**src/rtl/wsr_pkg.sv**
```systemverilog
package wsr_pkg;
  typedef enum logic [1:0] {
    OP_PROG = 2'd0,
    OP_SECT = 2'd1,
    OP_BLK  = 2'd2,
    OP_CHIP = 2'd3
  } wsr_op_e;

  function automatic logic op_is_erase(input wsr_op_e op);
    return op != OP_PROG;
  endfunction

  function automatic int max2(input int a, input int b);
    return (a > b) ? a : b;
  endfunction
endpackage

```
**src/rtl/wsr_busy_timer.sv**
```systemverilog
module wsr_busy_timer
  import wsr_pkg::*;
#(
  parameter int PROG_CYC = 20,
  parameter int SECT_CYC = 40,
  parameter int BLK_CYC  = 50,
  parameter int CHIP_CYC = 80
) (
  input  logic    clk,
  input  logic    rst,
  input  logic    start,
  input  wsr_op_e op,
  output logic    busy
);
  localparam int MAXD = max2(max2(PROG_CYC, SECT_CYC), max2(BLK_CYC, CHIP_CYC));
  localparam int CW   = (MAXD > 1) ? $clog2(MAXD) : 1;

  logic [CW-1:0] cnt;
  logic [CW-1:0] load_val;

  always_comb begin
    case (op)
      OP_PROG: load_val = CW'(PROG_CYC - 1);
      OP_SECT: load_val = CW'(SECT_CYC - 1);
      OP_BLK:  load_val = CW'(BLK_CYC - 1);
      default: load_val = CW'(CHIP_CYC - 1);
    endcase
  end

  always_ff @(posedge clk) begin
    if (rst) begin
      busy <= 1'b0;
      cnt  <= '0;
    end else if (busy) begin
      if (cnt == '0) busy <= 1'b0;
      else           cnt  <= cnt - 1'b1;
    end else if (start) begin
      busy <= 1'b1;
      cnt  <= load_val;
    end
  end

  AST_BUSY_RISE: assert property (@(posedge clk) disable iff (rst)
    start && !busy |=> busy) else $error("busy did not rise");
  AST_COUNT_STEP: assert property (@(posedge clk) disable iff (rst)
    busy && cnt != '0 |=> busy && cnt == $past(cnt) - 1'b1) else $error("countdown broken");
endmodule

```
**src/rtl/wsr_status_gen.sv**
```systemverilog
module wsr_status_gen
  import wsr_pkg::*;
(
  input  logic       clk,
  input  logic       rst,
  input  logic       start,
  input  wsr_op_e    op,
  input  logic       wbit7,
  input  logic       rd_stb,
  input  logic       busy,
  output logic [7:0] status
);
  logic erase_q;
  logic b7_q;
  logic tog;

  always_ff @(posedge clk) begin
    if (rst) begin
      erase_q <= 1'b0;
      b7_q    <= 1'b0;
      tog     <= 1'b0;
    end else if (start) begin
      erase_q <= op_is_erase(op);
      b7_q    <= wbit7;
      tog     <= 1'b0;
    end else if (rd_stb && busy) begin
      tog <= ~tog;
    end
  end

  always_comb begin
    status = 8'h00;
    status[7] = erase_q ? 1'b0 : ~b7_q;
    status[6] = tog;
  end

  AST_TOG_CLEAR: assert property (@(posedge clk) disable iff (rst)
    start |=> !tog) else $error("toggle not cleared");
  AST_TOG_FLIP: assert property (@(posedge clk) disable iff (rst)
    rd_stb && busy |=> tog != $past(tog)) else $error("toggle did not flip");
endmodule

```
**src/rtl/wr_status_responder.sv**
```systemverilog
module wr_status_responder
  import wsr_pkg::*;
#(
  parameter int PROG_CYC = 20,
  parameter int SECT_CYC = 40,
  parameter int BLK_CYC  = 50,
  parameter int CHIP_CYC = 80
) (
  input  logic       clk,
  input  logic       rst,
  input  logic       launch_valid,
  input  logic [1:0] launch_op,
  input  logic [7:0] launch_data,
  input  logic       rd_stb,
  input  logic [7:0] rd_array,
  output logic       busy,
  output logic [7:0] rd_data
);
  logic       accept;
  logic [7:0] status;
  wsr_op_e    op_in;

  assign op_in  = wsr_op_e'(launch_op);
  assign accept = launch_valid && !busy;

  wsr_busy_timer #(
    .PROG_CYC(PROG_CYC), .SECT_CYC(SECT_CYC),
    .BLK_CYC(BLK_CYC),   .CHIP_CYC(CHIP_CYC)
  ) u_timer (
    .clk(clk), .rst(rst), .start(accept), .op(op_in), .busy(busy)
  );

  wsr_status_gen u_status (
    .clk(clk), .rst(rst), .start(accept), .op(op_in),
    .wbit7(launch_data[7]), .rd_stb(rd_stb), .busy(busy), .status(status)
  );

  always_ff @(posedge clk) begin
    if (rst)         rd_data <= 8'h00;
    else if (rd_stb) rd_data <= busy ? status : rd_array;
  end

  AST_HOLD_DATA: assert property (@(posedge clk) disable iff (rst)
    !rd_stb |=> $stable(rd_data)) else $error("rd_data changed");
  AST_LOW_ZERO: assert property (@(posedge clk) disable iff (rst)
    rd_stb && busy |=> rd_data[5:0] == 6'd0) else $error("low bits set");
  AST_IDLE_PASS: assert property (@(posedge clk) disable iff (rst)
    rd_stb && !busy |=> rd_data == $past(rd_array)) else $error("idle read wrong");
endmodule

```
**config.mk**
```make
export PLATFORM = sky130hd
export DESIGN_NAME = wr_status_responder
export DESIGN_NICKNAME = d
export VERILOG_FILES = /design/src/rtl/wsr_pkg.sv /design/src/rtl/wsr_busy_timer.sv /design/src/rtl/wsr_status_gen.sv /design/src/rtl/wr_status_responder.sv
export SDC_FILE = /design/constraint.sdc
export NUM_CORES = 1
export LEC_CHECK = 0
export CORE_MARGIN = 5
export CORE_UTILIZATION = 48
export CTS_CLUSTER_SIZE = 20
export DETAILED_ROUTE_END_ITERATION = 10
export GPL_TIMING_DRIVEN = 0
export PLACE_DENSITY = 0.82
export REMOVE_ABC_BUFFERS = 1
export SLEW_MARGIN = 15
export SYNTH_ARGS = -nofsm -noshare
export SYNTH_HDL_FRONTEND = slang
export SYNTH_SLANG_ARGS = --single-unit
```
**constraint.sdc**
```tcl
create_clock -name clk -period 4 [get_ports clk]
set_clock_uncertainty 0.05 [all_clocks]
set_input_delay 0.8 -clock clk [delete_from_list [all_inputs] [get_ports clk]]
set_output_delay 0.8 -clock clk [all_outputs]
set_load 0.01 [all_outputs]
```
==> out/metrics.cfg <==
[run_status]
run_status=finished, final reports clean

[worst_setup_path]
cp.required_ns=3.15
critical_path.startpoint=u_timer.busy
crit_path_top_delay_cell=sky130_fd_sc_hd__dfxtp_1
critPathArrivalTime_ns=1.71
critical_path.reg2reg.endpoint=u_timer.cnt[1]
cpLargestDelayFamily=flip-flops
critPathMaxStageDelay_ns=0.75
timing.critical_path.buf_inv=1
worstSetupStartpointType=flip-flop
critical_path_sink_type=primary output
regToRegSetupSlack_ns=2.24
critical_path.max_fanout=19
path_cells=clkdlybuf4s50_1
crit_type=flip-flop to primary output
worst-r2r-cell-count=4
crit-reg2reg-launch=u_timer.busy

[detailed_routing]
post-route-drc-count=0
vias_per_cell=5.248
totalWireLength_um=2199
num_vias=866
detailedRoute.firstIterationViolations=4
drt_pre_antenna_iters=4
detail_route.wl_per_cell_um=13.33
ant_nets=0

[sta]
final-setup-viol-count=0
slew_violations=0
rsz0062_at_grt=false
max_slew_margin=0.5622
whs_ns=0.4222
setup_slack_ns=1.437
timing.fmax_ghz=0.3901
final.min_clock_period_ns=2.563
setup_total_negative_slack_ns=0
fin_crit_sh=0.6409
worst_pin_slew_ns=0.6547
finalHoldViolations=0

[floorplanning]
floorplan.io_pins=31
core_area_um2=1962
floorplan.initialDensity=0.5032
floorplan.rows=16
design.die.area_um2=3064
die-width_um=55.35
dieHeight_um=55.35

[cells_and_area]
design.final.nets=167
syn2layout_area_growth_pct=27.38
fill_cells=170
antenna_cells=0
post_route_cells_drive_above_1_share=0.07246
postLayoutCellArea_um2=1257

[pwr]
sw_pwr_mw=0.1430
sequentialPowerShare=0.497
power.clock.fraction=0.217
irDropWorstVdd_v=0.0002325
power.density_cell_area_nw_per_um2=363.4
power.total_mw=0.4570
power.leakage_nw=0.4898
internal-power_mw=0.3140
pwr-share-comb=0.287
power.switching_fraction=0.3130

[clocking]
cts_repair_resize_count=0
cts_max_path_buffers=2
cts.reportedPaths.clkPinSlew_ns=0.11
insertion_delay_ns=0.30
clock_tree_from_tritoncts=built
htree_levels=1
cts_hold_repair.buffers=0
cts_inserted_buffers=3
clock_tree.root_cell=sky130_fd_sc_hd__clkbuf_4
post-cts-setup-buffer-count=0
clock-sinks=19

[placement]
preCtsSetupSlack_ns=1.646
dp_hpwl_um=1673
numPortBuffers=23
place_congestion=0.7639
placement.cell_area_um2=1230

[min_path]
min_from=u_status.b7_q
hold_path_end=u_status.b7_q
min_path_type=flip-flop to flip-flop
holdPathStages=2

[logic_synthesis]
synth-warning-count=0
ys_dominant_reg_cell=sky130_fd_sc_hd__dfxtp_1
synth.avg_cell_area_um2=8.510
yosysUniqueCellTypes=32
synth_compound_gate_area_share=0.1939
synth_enable_flop_cells=0
combinational_family_with_the_most_area_after_synthesis=simple AND/OR/NAND/NOR gates
mappedNetlistArea_um2=987.2
synth_mux_area_frac=0.04056
postSynthRegisterBits=19
synthArstFlopShare=0
synthesized_instance_count=116
area_share_of_and_or_nand_nor_cells_after_synthesis=0.2548
synth_seq_area_share=0.3853
yosys.area_share.xor_xnor=0.008872
synth_fa_ha_area_frac=0.07605

[global_route]
gr-usage-all-layers=0.1474
initial_antenna_violation_count=0
grt_overflow_total=0
grt_pass1_vias=827
largest_net_degree_at_the_start_of_global_routing=20
grt_first_pass_wirelength_um=3622

[run]
max-cap-violations=0

## power by group through the flow
stage / logic (mW) / clock network, mW / registers, mW
after floorplan: 0.0823 / 0 / 0.229
after global placement: 0.127 / 0 / 0.229
after detailed placement: 0.131 / 0 / 0.231
after CTS: 0.132 / 0.103 / 0.227
after global routing: 0.145 / 0.111 / 0.230
final: 0.131 / 0.0991 / 0.227
## layer usage
metal / vias up / global-route usage / share of wire
met4: 0 / 0.08681 / 0.024
met3: 4 / 0.04196 / 0.042
met5: - / 0 / 0
li1: 445 / - / -
met2: 19 / 0.2618 / 0.52
met1: 398 / 0.1519 / 0.42
## placed cells by master, fill, tap and decap left out, types with 2 or more instances in the layout
master                            instances
sky130_fd_sc_hd__a211oi_1                 3
sky130_fd_sc_hd__a21oi_1                 13
sky130_fd_sc_hd__a31oi_1                  2
sky130_fd_sc_hd__clkbuf_4                 3
sky130_fd_sc_hd__clkdlybuf4s50_1         23
sky130_fd_sc_hd__dfxtp_1                 19
sky130_fd_sc_hd__ha_1                     6
sky130_fd_sc_hd__inv_1                    5
sky130_fd_sc_hd__mux2i_1                  4
sky130_fd_sc_hd__nand2_1                  3
sky130_fd_sc_hd__nand2b_1                 2
sky130_fd_sc_hd__nand3_1                  2
sky130_fd_sc_hd__nand3b_1                 3
sky130_fd_sc_hd__nor2_1                  18
sky130_fd_sc_hd__nor2b_1                 10
sky130_fd_sc_hd__o21ai_0                  5
sky130_fd_sc_hd__o21bai_1                 2
## cell type report
type | count | area [um^2] | share of cell area
multi-input cells | 87 | 566.8 | 0.4507
flip-flops and latches | 19 | 380.4 | 0.3025
repair buffers | 23 | 230.2 | 0.1831
well taps | 27 | 33.78 | 0.02687
clock buffers | 3 | 22.52 | 0.01791
inverters | 5 | 18.77 | 0.01493
clock inverters | 1 | 5.005 | 0.003980
## cell usage after synthesis (all sizes together) (2+ instances only)
cell	number	area (um^2)
a31oi	2	12.51
a21oi	14	73.82
mux2i	4	40.04
a211oi	4	35.03
o21ai	6	30.02
nor2	18	67.56
nor3	2	15.01
nand3	2	10.01
or3b	2	20.02
o21bai	2	15.01
clkbuf	2	7.510
nand3b	3	22.52
nand2b	2	12.51
nand2	3	11.26
dfxtp	19	380.4
buf	3	13.76
ha	6	75.07
nor2b	10	62.56
inv	5	18.77
## state kept, by name, summed over array words and instances (netlist names)
name,count
u_status.erase_q,1
u_timer.cnt,7
u_status.tog,1
u_status.b7_q,1
rd_data,8
u_timer.busy,1
## logic make-up (layout without fill, tap and decap cells)
kind of cell | after synthesis | count (layout)
simple gates | 45 | 45
flops | 19 | 19
fa+ha+maj | 6 | 6
buf+inv | 10 | 32
xor+xnor | 1 | 1
compound gates | 31 | 31
mux | 4 | 4
## through the flow
stage | util | instances
global route | 0.6409 | 165
CTS | 0.6409 | 165
global placement | 0.6269 | 161
floorplan | - | 111
finish | 0.6409 | 165
detailed placement | 0.6269 | 161
## worst max-delay path by stage
stage,cells past startpoint,endpoint,slack (ns)
floorplan,5,u_timer.cnt[4],2.34
global placement,4,u_timer.cnt[5],1.70
detailed placement,4,u_timer.cnt[2],1.65
CTS,1,busy,1.43
global route,1,busy,1.36
finish,1,busy,1.44
No activity file was read; power rests on OpenSTA's default activity.
